File: config.mk
export PLATFORM = sky130hd
export DESIGN_NAME = aal5_extract
export DESIGN_NICKNAME = d
export VERILOG_FILES = /design/src/rtl/aal5x_pkg.sv /design/src/rtl/aal5x_cell_buf.sv /design/src/rtl/aal5x_crc_acc.sv /design/src/rtl/aal5x_trailer_chk.sv /design/src/rtl/aal5_extract.sv
export SDC_FILE = /design/constraint.sdc
export NUM_CORES = 1
export LEC_CHECK = 0
export BUFFER_PORTS_ARGS = -buffer_cell sky130_fd_sc_hd__buf_2
export CAP_MARGIN = 20
export CORE_UTILIZATION = 29
export DETAILED_ROUTE_END_ITERATION = 10
export GPL_ROUTABILITY_DRIVEN = 0
export REMOVE_ABC_BUFFERS = 1
export SKIP_CTS_REPAIR_TIMING = 1
export SLEW_MARGIN = 20
export SYNTH_ARGS = -nofsm -noshare
export SYNTH_HDL_FRONTEND = slang
export SYNTH_SLANG_ARGS = --single-unit
File: constraint.sdc
create_clock -name clk -period 3.6 [get_ports clk]
set_clock_uncertainty 0.15 [all_clocks]
set_input_delay 0.18 -clock clk [delete_from_list [all_inputs] [get_ports clk]]
set_output_delay 0.18 -clock clk [all_outputs]
set_load 0.03 [all_outputs]
File: src/rtl/aal5x_pkg.sv
package aal5x_pkg;

    localparam int CELL_BYTES = 48;
    localparam int PAY_W      = 8 * CELL_BYTES;
    localparam int HDR_W      = 32;
    localparam int IDX_W      = $clog2(CELL_BYTES);
    localparam int LAST_BIT   = 1;                 // low bit of the payload-type field
    localparam int LEN_POS    = CELL_BYTES - 6;    // length field, big-endian, 2 octets
    localparam int CRC_POS    = CELL_BYTES - 4;    // CRC field, big-endian, 4 octets
    localparam int TRAIL_B    = 8;

    localparam logic [31:0] CRC_POLY = 32'h04C1_1DB7;
    localparam logic [31:0] CRC_INIT = 32'hFFFF_FFFF;

    typedef struct packed {
        logic        crc_ok;
        logic        len_err;
        logic [15:0] len;
    } aal5x_status_t;

    // One octet through the CRC-32 shift register, MSB first.
    function automatic logic [31:0] crc32_byte(input logic [31:0] c, input logic [7:0] d);
        logic [31:0] r;
        logic        fb;
        r = c;
        for (int i = 7; i >= 0; i--) begin
            fb = r[31] ^ d[i];
            r  = {r[30:0], 1'b0};
            if (fb) r = r ^ CRC_POLY;
        end
        return r;
    endfunction

endpackage

File: src/rtl/aal5x_cell_buf.sv
module aal5x_cell_buf
    import aal5x_pkg::*;
(
    input  logic                 clk,
    input  logic                 rst,
    input  logic                 load,
    input  logic [PAY_W-1:0]     in_payload,
    input  logic                 in_last,
    input  logic                 pop,
    output logic                 full,
    output logic [7:0]           cur_byte,
    output logic [IDX_W-1:0]     cur_idx,
    output logic                 is_last,
    output logic                 pop_final,
    output logic [15:0]          len_field,
    output logic [31:0]          crc_field
);

    localparam logic [IDX_W-1:0] LAST_IDX = IDX_W'(CELL_BYTES - 1);

    logic [PAY_W-1:0] pay_q;
    logic [IDX_W-1:0] idx_q;
    logic             full_q;
    logic             last_q;
    logic             pop_ok;

    assign pop_ok    = pop && full_q;
    assign pop_final = pop_ok && (idx_q == LAST_IDX);

    always_ff @(posedge clk) begin
        if (rst) begin
            pay_q  <= '0;
            idx_q  <= '0;
            full_q <= 1'b0;
            last_q <= 1'b0;
        end else if (load) begin
            pay_q  <= in_payload;
            idx_q  <= '0;
            full_q <= 1'b1;
            last_q <= in_last;
        end else if (pop_ok) begin
            if (idx_q == LAST_IDX) begin
                idx_q  <= '0;
                full_q <= 1'b0;
            end else begin
                idx_q <= idx_q + 1'b1;
            end
        end
    end

    assign full     = full_q;
    assign cur_idx  = idx_q;
    assign is_last  = last_q;
    assign cur_byte = pay_q[8*int'(idx_q) +: 8];

    always_comb begin
        len_field = {pay_q[8*LEN_POS +: 8], pay_q[8*(LEN_POS+1) +: 8]};
        crc_field = '0;
        for (int b = 0; b < 4; b++) begin
            crc_field = {crc_field[23:0], pay_q[8*(CRC_POS+b) +: 8]};
        end
    end

    assert_load_fills_R2: assert property (@(posedge clk) disable iff (rst)
        load |=> full_q && (idx_q == '0));
    assert_drain_empties_R2: assert property (@(posedge clk) disable iff (rst)
        (pop_final && !load) |=> !full_q);
    assert_no_overwrite_R4: assert property (@(posedge clk) disable iff (rst)
        load |-> !full_q);

endmodule

File: src/rtl/aal5x_crc_acc.sv
module aal5x_crc_acc
    import aal5x_pkg::*;
(
    input  logic        clk,
    input  logic        rst,
    input  logic        clear,
    input  logic        en,
    input  logic [7:0]  din,
    output logic [31:0] crc
);

    logic [31:0] crc_q;

    always_ff @(posedge clk) begin
        if (rst || clear) begin
            crc_q <= CRC_INIT;
        end else if (en) begin
            crc_q <= crc32_byte(crc_q, din);
        end
    end

    assign crc = crc_q;

    assert_crc_holds_R6: assert property (@(posedge clk) disable iff (rst)
        (!en && !clear) |=> $stable(crc_q));
    assert_crc_fresh_R9: assert property (@(posedge clk) disable iff (rst)
        clear |=> (crc_q == CRC_INIT));

endmodule

File: src/rtl/aal5x_trailer_chk.sv
module aal5x_trailer_chk
    import aal5x_pkg::*;
#(
    parameter int CNT_W = 11
) (
    input  logic          clk,
    input  logic          rst,
    input  logic          cell_acc,
    input  logic          pkt_end,
    input  logic [31:0]   crc_now,
    input  logic [31:0]   crc_field,
    input  logic [15:0]   len_field,
    input  logic          stat_rd,
    output aal5x_status_t status,
    output logic          stat_valid
);

    logic [CNT_W-1:0] cnt_q;
    aal5x_status_t    stat_q;
    logic             valid_q;
    logic [31:0]      total_b;
    logic [31:0]      need_b;
    logic             len_bad;

    always_comb begin
        total_b = 32'(cnt_q) * 32'(CELL_BYTES);
        need_b  = 32'(len_field) + 32'(TRAIL_B);
        len_bad = (need_b > total_b) || ((need_b + 32'(CELL_BYTES)) <= total_b);
    end

    always_ff @(posedge clk) begin
        if (rst) begin
            cnt_q   <= '0;
            stat_q  <= '0;
            valid_q <= 1'b0;
        end else begin
            if (pkt_end) begin
                cnt_q          <= '0;
                stat_q.crc_ok  <= (crc_now == ~crc_field);
                stat_q.len_err <= len_bad;
                stat_q.len     <= len_field;
                valid_q        <= 1'b1;
            end else begin
                if (cell_acc) cnt_q <= cnt_q + 1'b1;
                if (stat_rd)  valid_q <= 1'b0;
            end
        end
    end

    assign status     = stat_q;
    assign stat_valid = valid_q;

    assert_end_posts_R8: assert property (@(posedge clk) disable iff (rst)
        pkt_end |=> valid_q);
    assert_read_clears_R8: assert property (@(posedge clk) disable iff (rst)
        (valid_q && stat_rd && !pkt_end) |=> !valid_q);
    assert_status_held_R8: assert property (@(posedge clk) disable iff (rst)
        (valid_q && !stat_rd) |=> valid_q && $stable(stat_q));
    assert_count_fresh_R9: assert property (@(posedge clk) disable iff (rst)
        pkt_end |=> (cnt_q == '0));

endmodule

File: src/rtl/aal5_extract.sv
module aal5_extract
    import aal5x_pkg::*;
#(
    parameter int CNT_W = 11
) (
    input  logic             clk,
    input  logic             rst,
    input  logic             cell_valid,
    output logic             cell_ready,
    input  logic [HDR_W-1:0] cell_hdr,
    input  logic [PAY_W-1:0] cell_payload,
    input  logic             data_rd,
    output logic             data_avail,
    output logic [7:0]       data_byte,
    input  logic             stat_rd,
    output logic             stat_valid,
    output logic             stat_crc_ok,
    output logic             stat_len_err,
    output logic [15:0]      stat_len
);

    logic             buf_full;
    logic             load;
    logic [IDX_W-1:0] idx;
    logic             is_last;
    logic             pop_final;
    logic [15:0]      len_field;
    logic [31:0]      crc_field;
    logic [31:0]      crc_now;
    logic             crc_en;
    logic             pkt_end;
    aal5x_status_t    status;

    assign cell_ready = !buf_full && !stat_valid;
    assign load       = cell_valid && cell_ready;
    assign data_avail = buf_full;
    assign pkt_end    = pop_final && is_last;
    assign crc_en     = data_rd && buf_full && (!is_last || (int'(idx) < CRC_POS));

    aal5x_cell_buf u_buf (
        .clk        (clk),
        .rst        (rst),
        .load       (load),
        .in_payload (cell_payload),
        .in_last    (cell_hdr[LAST_BIT]),
        .pop        (data_rd),
        .full       (buf_full),
        .cur_byte   (data_byte),
        .cur_idx    (idx),
        .is_last    (is_last),
        .pop_final  (pop_final),
        .len_field  (len_field),
        .crc_field  (crc_field)
    );

    aal5x_crc_acc u_crc (
        .clk   (clk),
        .rst   (rst),
        .clear (pkt_end),
        .en    (crc_en),
        .din   (data_byte),
        .crc   (crc_now)
    );

    aal5x_trailer_chk #(.CNT_W(CNT_W)) u_chk (
        .clk        (clk),
        .rst        (rst),
        .cell_acc   (load),
        .pkt_end    (pkt_end),
        .crc_now    (crc_now),
        .crc_field  (crc_field),
        .len_field  (len_field),
        .stat_rd    (stat_rd),
        .status     (status),
        .stat_valid (stat_valid)
    );

    assign stat_crc_ok  = status.crc_ok;
    assign stat_len_err = status.len_err;
    assign stat_len     = status.len;

    assert_byte_steady_R4: assert property (@(posedge clk) disable iff (rst)
        (!load && !(data_rd && data_avail)) |=> $stable(data_byte));
    assert_drained_at_status_R8: assert property (@(posedge clk) disable iff (rst)
        $rose(stat_valid) |-> !data_avail);
    assert_mid_packet_quiet_R5: assert property (@(posedge clk) disable iff (rst)
        (pop_final && !is_last && !stat_valid) |=> !stat_valid);

endmodule

==> results.sh, run 1 <==
export IMPL_power_leakage_nw=13.0
export IMPL_die_h_um=275
export IMPL_hold_path_cell_count=4
export IMPL_r2r_setup_slack_ns=-0.05
export IMPL_syn_area_um2=21600
export IMPL_ys_seq_area_share_pct=42.1
export IMPL_fmaxAchievable_ghz=0.274
export IMPL_cts_buffer_depth=3
export IMPL_reg2regPathDepth=17
export IMPL_ir_drop_mv=0.327
export IMPL_first_global_vias=18300
export IMPL_routed_wl_um=79300
export IMPL_fin_cells=4370
export IMPL_fp_dieW_um=275
export IMPL_slew_headroom_pct=33.7
export IMPL_clkTransAtPathRegs_ns=0.06
export IMPL_synth_top_area_share_pct=42.1
export IMPL_path_buf_inv=1
export IMPL_cts_sinks=454
export IMPL_die_area_um2=75500
export IMPL_ant_nets=0
export IMPL_start_util_pct=29.4
export IMPL_antenna_found_initial=5
export IMPL_drtPass1Iterations=8
export IMPL_dp_cells=3823
export IMPL_drc_errors=22
export IMPL_hp_start="cell_valid"
export IMPL_cts_buffers=52
export IMPL_clock_root_buffer="clkbuf_16"
export IMPL_critical_path_class="reg -> reg"
export IMPL_cpLargestDelayFamily="compound AO/OA/AOI/OAI gates"
export IMPL_synth_cell_types=75
export IMPL_final_util_pct=43.2
export IMPL_synth_area_top_cells="dfxtp_1, nand2_1, a21oi_1"
export IMPL_startpoint_type="flip-flop"
export IMPL_cp_cell_sequence="and3_4 -> and3_4 -> xnor2_2 -> inv_1 -> nand3_2 -> or3_4 -> xnor2_2 -> ha_1 -> a21o_1 -> a21o_1 -> a21o_1 -> a21o_1 -> a21o_1 -> a221o_1 -> a21oi_1 -> a311oi_1 -> a211oi_1"
export IMPL_finalHoldViolCount=0
export IMPL_hold_class="in -> reg"
export IMPL_grt_setup_unrepaired="true"
export IMPL_endpoint_kind="flip-flop"
export IMPL_worstMarginPinSlew_ns=0.995
export IMPL_port_buffers=418
export IMPL_cp_startpoint="u_buf.pay_q[349]"
export IMPL_critPathMaxFanout=4
export IMPL_ys_ff_latch=454
export IMPL_grt_max_degree=184
export IMPL_fin_nets=3825
export IMPL_final_common_cell="nand2_1"
export IMPL_worstPathArrival_ns=4.01
export IMPL_drive_above_1_share_pct=22.8
export IMPL_wire_per_inst_um=18.1
export IMPL_crit_path_frequent_cell="a21o_1"
export IMPL_netlist_instances=2503
export IMPL_dp_hpwl_um=51100
export IMPL_rows=99
export IMPL_slowest_delay_ns=0.43
export IMPL_finalPower_w=0.0136
export IMPL_cts_tree="yes"
export IMPL_syn_avg_cell_area_um2=8.62
export IMPL_crit_required_ns=3.97
export IMPL_drv_slew=0
export IMPL_ys_flop_type="dfxtp_1"
export IMPL_yosys_area_top_type="dfxtp_1"
export IMPL_grt_overflow_total=0
export IMPL_finalCriticalPeriod_ns=3.65
export IMPL_drtIter0Drc=1425
export IMPL_num_vias=21200
export IMPL_max_cap_violations=0
export IMPL_pwr_density_cell_nw_per_um2=431
export IMPL_setup_viol=1
export IMPL_ff_latch_area_um2=9100
export IMPL_fin_ws_ns=-0.0474
export IMPL_rr_startpoint="u_buf.pay_q[349]"
export IMPL_grt_first_pass_wirelength_um=106000
export IMPL_crit_slowest_cell="or3_4"
export IMPL_ios=450
export IMPL_status="finished, violations left"
export IMPL_nFillCells=6982
export IMPL_post_route_period_util_pct=101
export IMPL_grt_usage_pct=18.2
export IMPL_ys_async_sr_fraction_pct=0
export IMPL_insertion_delay_ns=0.60
export IMPL_multi_input_area_um2=11700
export IMPL_viasPerCell=4.86
export IMPL_layout_common_cells="nand2_1, dfxtp_1, a21oi_1"
export IMPL_yosys_warnings=0
export IMPL_h_tree_depth=2
export IMPL_core_area_um2=73300
export IMPL_r2r_end="u_chk.status[16]"
export IMPL_worstHoldEndpoint="u_buf.pay_q[358]"
export IMPL_synth_edf_count=0
export IMPL_failed_checks="design-rule violations, negative setup slack"
export IMPL_area_delta_synth_final_pct=46.7
## synth_stat cells, drive strengths merged (19+ instances only)
| cell type | instances |
|---|---|
| mux4 | 88 |
| inv | 20 |
| nor3 | 19 |
| xnor2 | 93 |
| clkbuf | 135 |
| buf | 47 |
| dfxtp | 454 |
| mux2i | 25 |
| a21oi | 436 |
| nand2 | 855 |
| nor2 | 36 |
| xor2 | 49 |
| ha | 42 |
## logic make-up after synthesis
group	share of synthesized area, %
multiplexers	11.5
adder cells (fa/ha/maj)	2.53
AO/OA/AOI/OAI	14.1
AND/OR/NAND/NOR	18.4
flip-flops	42.1
XOR/XNOR	6.75
buffers and inverters	4.63
## layer usage
metal	part of all wire (%)	GRT usage (%)	up-vias
met1	42	24.0	10100
met4	3.6	5.44	2
met3	5.1	2.47	212
li1	-	-	10300
met5	0.010	0	-
met2	49	30.7	713
## through the flow
step / setup TNS, ns / worst slack (ns) / hold WS [ns] / area, µm²
floorplan: -1908.02 / -5.22 / 0.0991 / 20600
global placement: -0.198 / -0.190 / 0.275 / 25100
detailed placement: -0.221 / -0.150 / 0.275 / 25100
CTS: -0.607 / -0.166 / -0.380 / 26900
global route: -0.221 / -0.219 / 0.0591 / 31600
finish: -0.0474 / -0.0474 / 0.0445 / 31600
## registers in the layout, indices dropped and copies added, names as in the netlist
name	count
u_crc.crc	32
u_buf.is_last	1
u_buf.pay_q	384
u_chk.stat_valid	1
u_chk.status	18
u_buf.cur_idx	6
u_chk.cnt_q	11
u_buf.full	1
## power by group
part	switching [W]	leakage (nW)	internal (W)
clock network	0.00229	0.888	0.00333
registers	0.000203	3.73	0.00532
logic	0.00121	8.37	0.00127
total	0.00370	13.0	0.00993
## worst min-delay path, delay by kind of cell
kind / cells / cell delay [ns]
and+or+nand+nor: 2 / 0.40
buffers and inverters: 1 / 0.11
AOI/OAI and AO/OA: 1 / 0.05
## cell type report
class	instances	area share, %
multi-input combinational	1845	36.9
inverter	21	0.249
clock inverter	24	1.07
tap	959	3.79
sequential	454	28.8
clock buffer	73	4.68
antenna	7	0.0554
timing repair buffer	987	24.5
## worst max-delay path by stage
stage | to | depth (start not counted)
2_1_floorplan | u_chk.cnt_q[9] | 6
3_3_place_gp | u_chk.status[16] | 19
3_5_place_dp | u_chk.status[16] | 17
4_1_cts | u_chk.status[16] | 19
5_1_grt | u_chk.status[16] | 17
6_report | u_chk.status[16] | 17
Power figures use the tool's default switching activity.
==> run 2: changes to the inputs <==
ABC_AREA = 1   (was unset)
==> run 2 against run 1 <==
  * The run ends with negative hold slack left
  * Global-route usage is 1.7 points higher
  * Clock power decreased by 2%
  * Non-clock buffer count shrank 109
  * Critical path depth up 5
  * Critical path type unchanged
  * Total power up 0.89%
==> results.sh, run 2 <==
export IMPL_worstMarginPinSlew_ns=0.988
export IMPL_r2r_setup_slack_ns=0.25
export IMPL_drv_slew=0
export IMPL_h_tree_depth=2
export IMPL_endpoint_kind="flip-flop"
export IMPL_crit_required_ns=3.95
export IMPL_ios=450
export IMPL_drtPass1Iterations=6
export IMPL_critPathMaxFanout=4
export IMPL_routed_wl_um=87900
export IMPL_synth_top_area_share_pct=40.4
export IMPL_cts_buffers=52
export IMPL_grt_overflow_total=0
export IMPL_finalCriticalPeriod_ns=3.35
export IMPL_die_h_um=281
export IMPL_synthAdderAreaFrac_pct=2.42
export IMPL_rr_startpoint="u_chk.cnt_q[0]"
export IMPL_max_cap_violations=0
export IMPL_fp_dieW_um=281
export IMPL_wire_per_inst_um=17.0
export IMPL_failed_checks="negative hold slack"
export IMPL_synth_area_mux_share_pct=0.0444
export IMPL_antenna_found_initial=6
export IMPL_grt_setup_unrepaired="true"
export IMPL_worstPathArrival_ns=3.69
export IMPL_post_route_period_util_pct=93.0
export IMPL_r2r_end="u_chk.status[16]"
export IMPL_hold_class="in -> reg"
export IMPL_postPlaceCellArea_um2=25600
export IMPL_netlist_instances=3371
export IMPL_dp_hpwl_um=55600
export IMPL_clock_root_buffer="clkbuf_16"
export IMPL_num_vias=24900
export IMPL_reg2regPathDepth=22
export IMPL_synth_commonest_cells="nor2_1, nand2_1, o21ai_0"
export IMPL_cts_tree="yes"
export IMPL_finish_instance_area_um2=31300
export IMPL_ys_ff_latch=454
export IMPL_grt_max_degree=234
export IMPL_drc_errors=0
export IMPL_synth_most_common_cell="nor2_1"
export IMPL_viasPerCell=4.84
export IMPL_grt_first_pass_wirelength_um=122000
export IMPL_syn_area_um2=22500
export IMPL_finalHoldViolCount=1
export IMPL_ys_async_sr_fraction_pct=0
export IMPL_synth_cell_types=43
export IMPL_final_setup_tns_ns=0
export IMPL_ant_nets=0
export IMPL_insertion_delay_ns=0.61
export IMPL_startpoint_type="flip-flop"
export IMPL_fin_cells=5156
export IMPL_synth_edf_count=0
export IMPL_setup_viol=0
export IMPL_status="finished, violations left"
export IMPL_grt_usage_pct=19.9
export IMPL_hold_path_cell_count=4
export IMPL_drtIter0Drc=2049
export IMPL_ys_seq_area_share_pct=40.4
export IMPL_ff_latch_area_um2=9100
export IMPL_rows=101
export IMPL_port_buffers=418
export IMPL_synth_top_family_by_area="simple AND/OR/NAND/NOR gates"
export IMPL_dp_cells=4667
export IMPL_largest_reg_flops=384
export IMPL_holdWs_ns=-0.00941
export IMPL_critical_path_class="reg -> reg"
export IMPL_synth_compound_area_share_pct=18.9
export IMPL_core_area_um2=76300
export IMPL_fmaxAchievable_ghz=0.299
export IMPL_yosys_area_top_type="dfxtp_1"
export IMPL_clkTransAtPathRegs_ns=0.07
export IMPL_slew_headroom_pct=34.2
export IMPL_pwr_density_cell_nw_per_um2=439
export IMPL_drive_above_1_share_pct=15.0
export IMPL_yosys_warnings=0
export IMPL_multi_input_area_um2=11600
export IMPL_synth_simple_area_share_pct=27.5
export IMPL_fin_nets=4546
export IMPL_hp_start="cell_valid"
export IMPL_first_global_vias=21000
export IMPL_area_delta_synth_final_pct=39.0
export IMPL_layout_common_cells="nor2_1, nand2_1, o21ai_0"
export IMPL_synth_xor_area_share_pct=2.52
export IMPL_cts_sinks=454
export IMPL_syn_avg_cell_area_um2=6.68
export IMPL_cts_buffer_depth=3
export IMPL_synth_area_top_cells="dfxtp_1, nor2_1, o21ai_0"
export IMPL_start_util_pct=29.5
export IMPL_nFillCells=7885
export IMPL_final_common_cell="nor2_1"
export IMPL_ir_drop_mv=0.447
export IMPL_worstHoldEndpoint="u_buf.pay_q[281]"
export IMPL_die_area_um2=78800
export IMPL_top_register="u_buf.pay_q"
export IMPL_ys_flop_type="dfxtp_1"
export IMPL_power_leakage_nw=13.9
export IMPL_finalPower_w=0.0138
## run 2: cells by family after synthesis
group / Yosys count
compound gates: 812
xor+xnor: 64
fa+ha+maj: 43
buf+inv: 442
flops: 454
mux: 1
simple gates: 1555
## run 2: stage by stage
step | util, % | worst slack, ns
final | 41.0 | 0.253
after global routing | 41.0 | -0.0514
after CTS | 35.8 | 0.0579
after detailed placement | 33.5 | 0.0709
after global placement | 33.5 | 0.0903
after floorplan | - | -13.54
## run 2: worst max path at each step
stage                      from               end  slack [ns]  cells after the start
2_1_floorplan        u_buf.full   u_chk.cnt_q[10]      -13.54                      9
3_3_place_gp     u_chk.cnt_q[0]  u_chk.status[16]        0.09                     22
3_5_place_dp   u_buf.pay_q[347]  u_chk.status[16]        0.07                     20
4_1_cts        u_buf.pay_q[347]  u_chk.status[16]        0.06                     19
5_1_grt          u_chk.cnt_q[0]  u_chk.status[16]       -0.05                     22
6_report         u_chk.cnt_q[0]  u_chk.status[16]        0.25                     22
## run 2: critical path, stage by stage, from the launching register on
cell	delay (ns)
dfxtp_1	0.31
ha_2	0.21
fa_2	0.35
nand3_1	0.09
nand3_1	0.10
nand2_1	0.08
nand2_1	0.06
a21oi_2	0.13
o21bai_1	0.07
a21o_1	0.17
nand2_1	0.05
a21oi_1	0.05
nor2_1	0.11
xor2_1	0.26
buf_4	0.16
ha_1	0.14
nand2_1	0.09
nor3_2	0.22
nand2_1	0.08
o211ai_1	0.09
a21oi_1	0.09
o21bai_1	0.14
inv_1	0.05
## run 2: routing by layer
metal	part of all wire, %	global-route usage [%]	vias up
li1	-	-	12400
met1	44	27.2	11400
met2	47	32.3	896
met3	5.5	2.41	219
met4	3.7	6.25	4
met5	0.020	0	-
## run 2: layout make-up
cell class                 instances  area share, %
antenna                            2         0.0160
timing repair buffer             878           21.3
clock buffer                      76           4.96
inverter                         221           2.72
sequential                       454           29.1
multi-input combinational       2475           37.2
tap                             1030           4.12
clock inverter                    20          0.640
## run 2: where the power goes
part / internal, W / switching (W)
registers: 0.00542 / 0.000220
logic: 0.00110 / 0.00154
clock network: 0.00320 / 0.00227
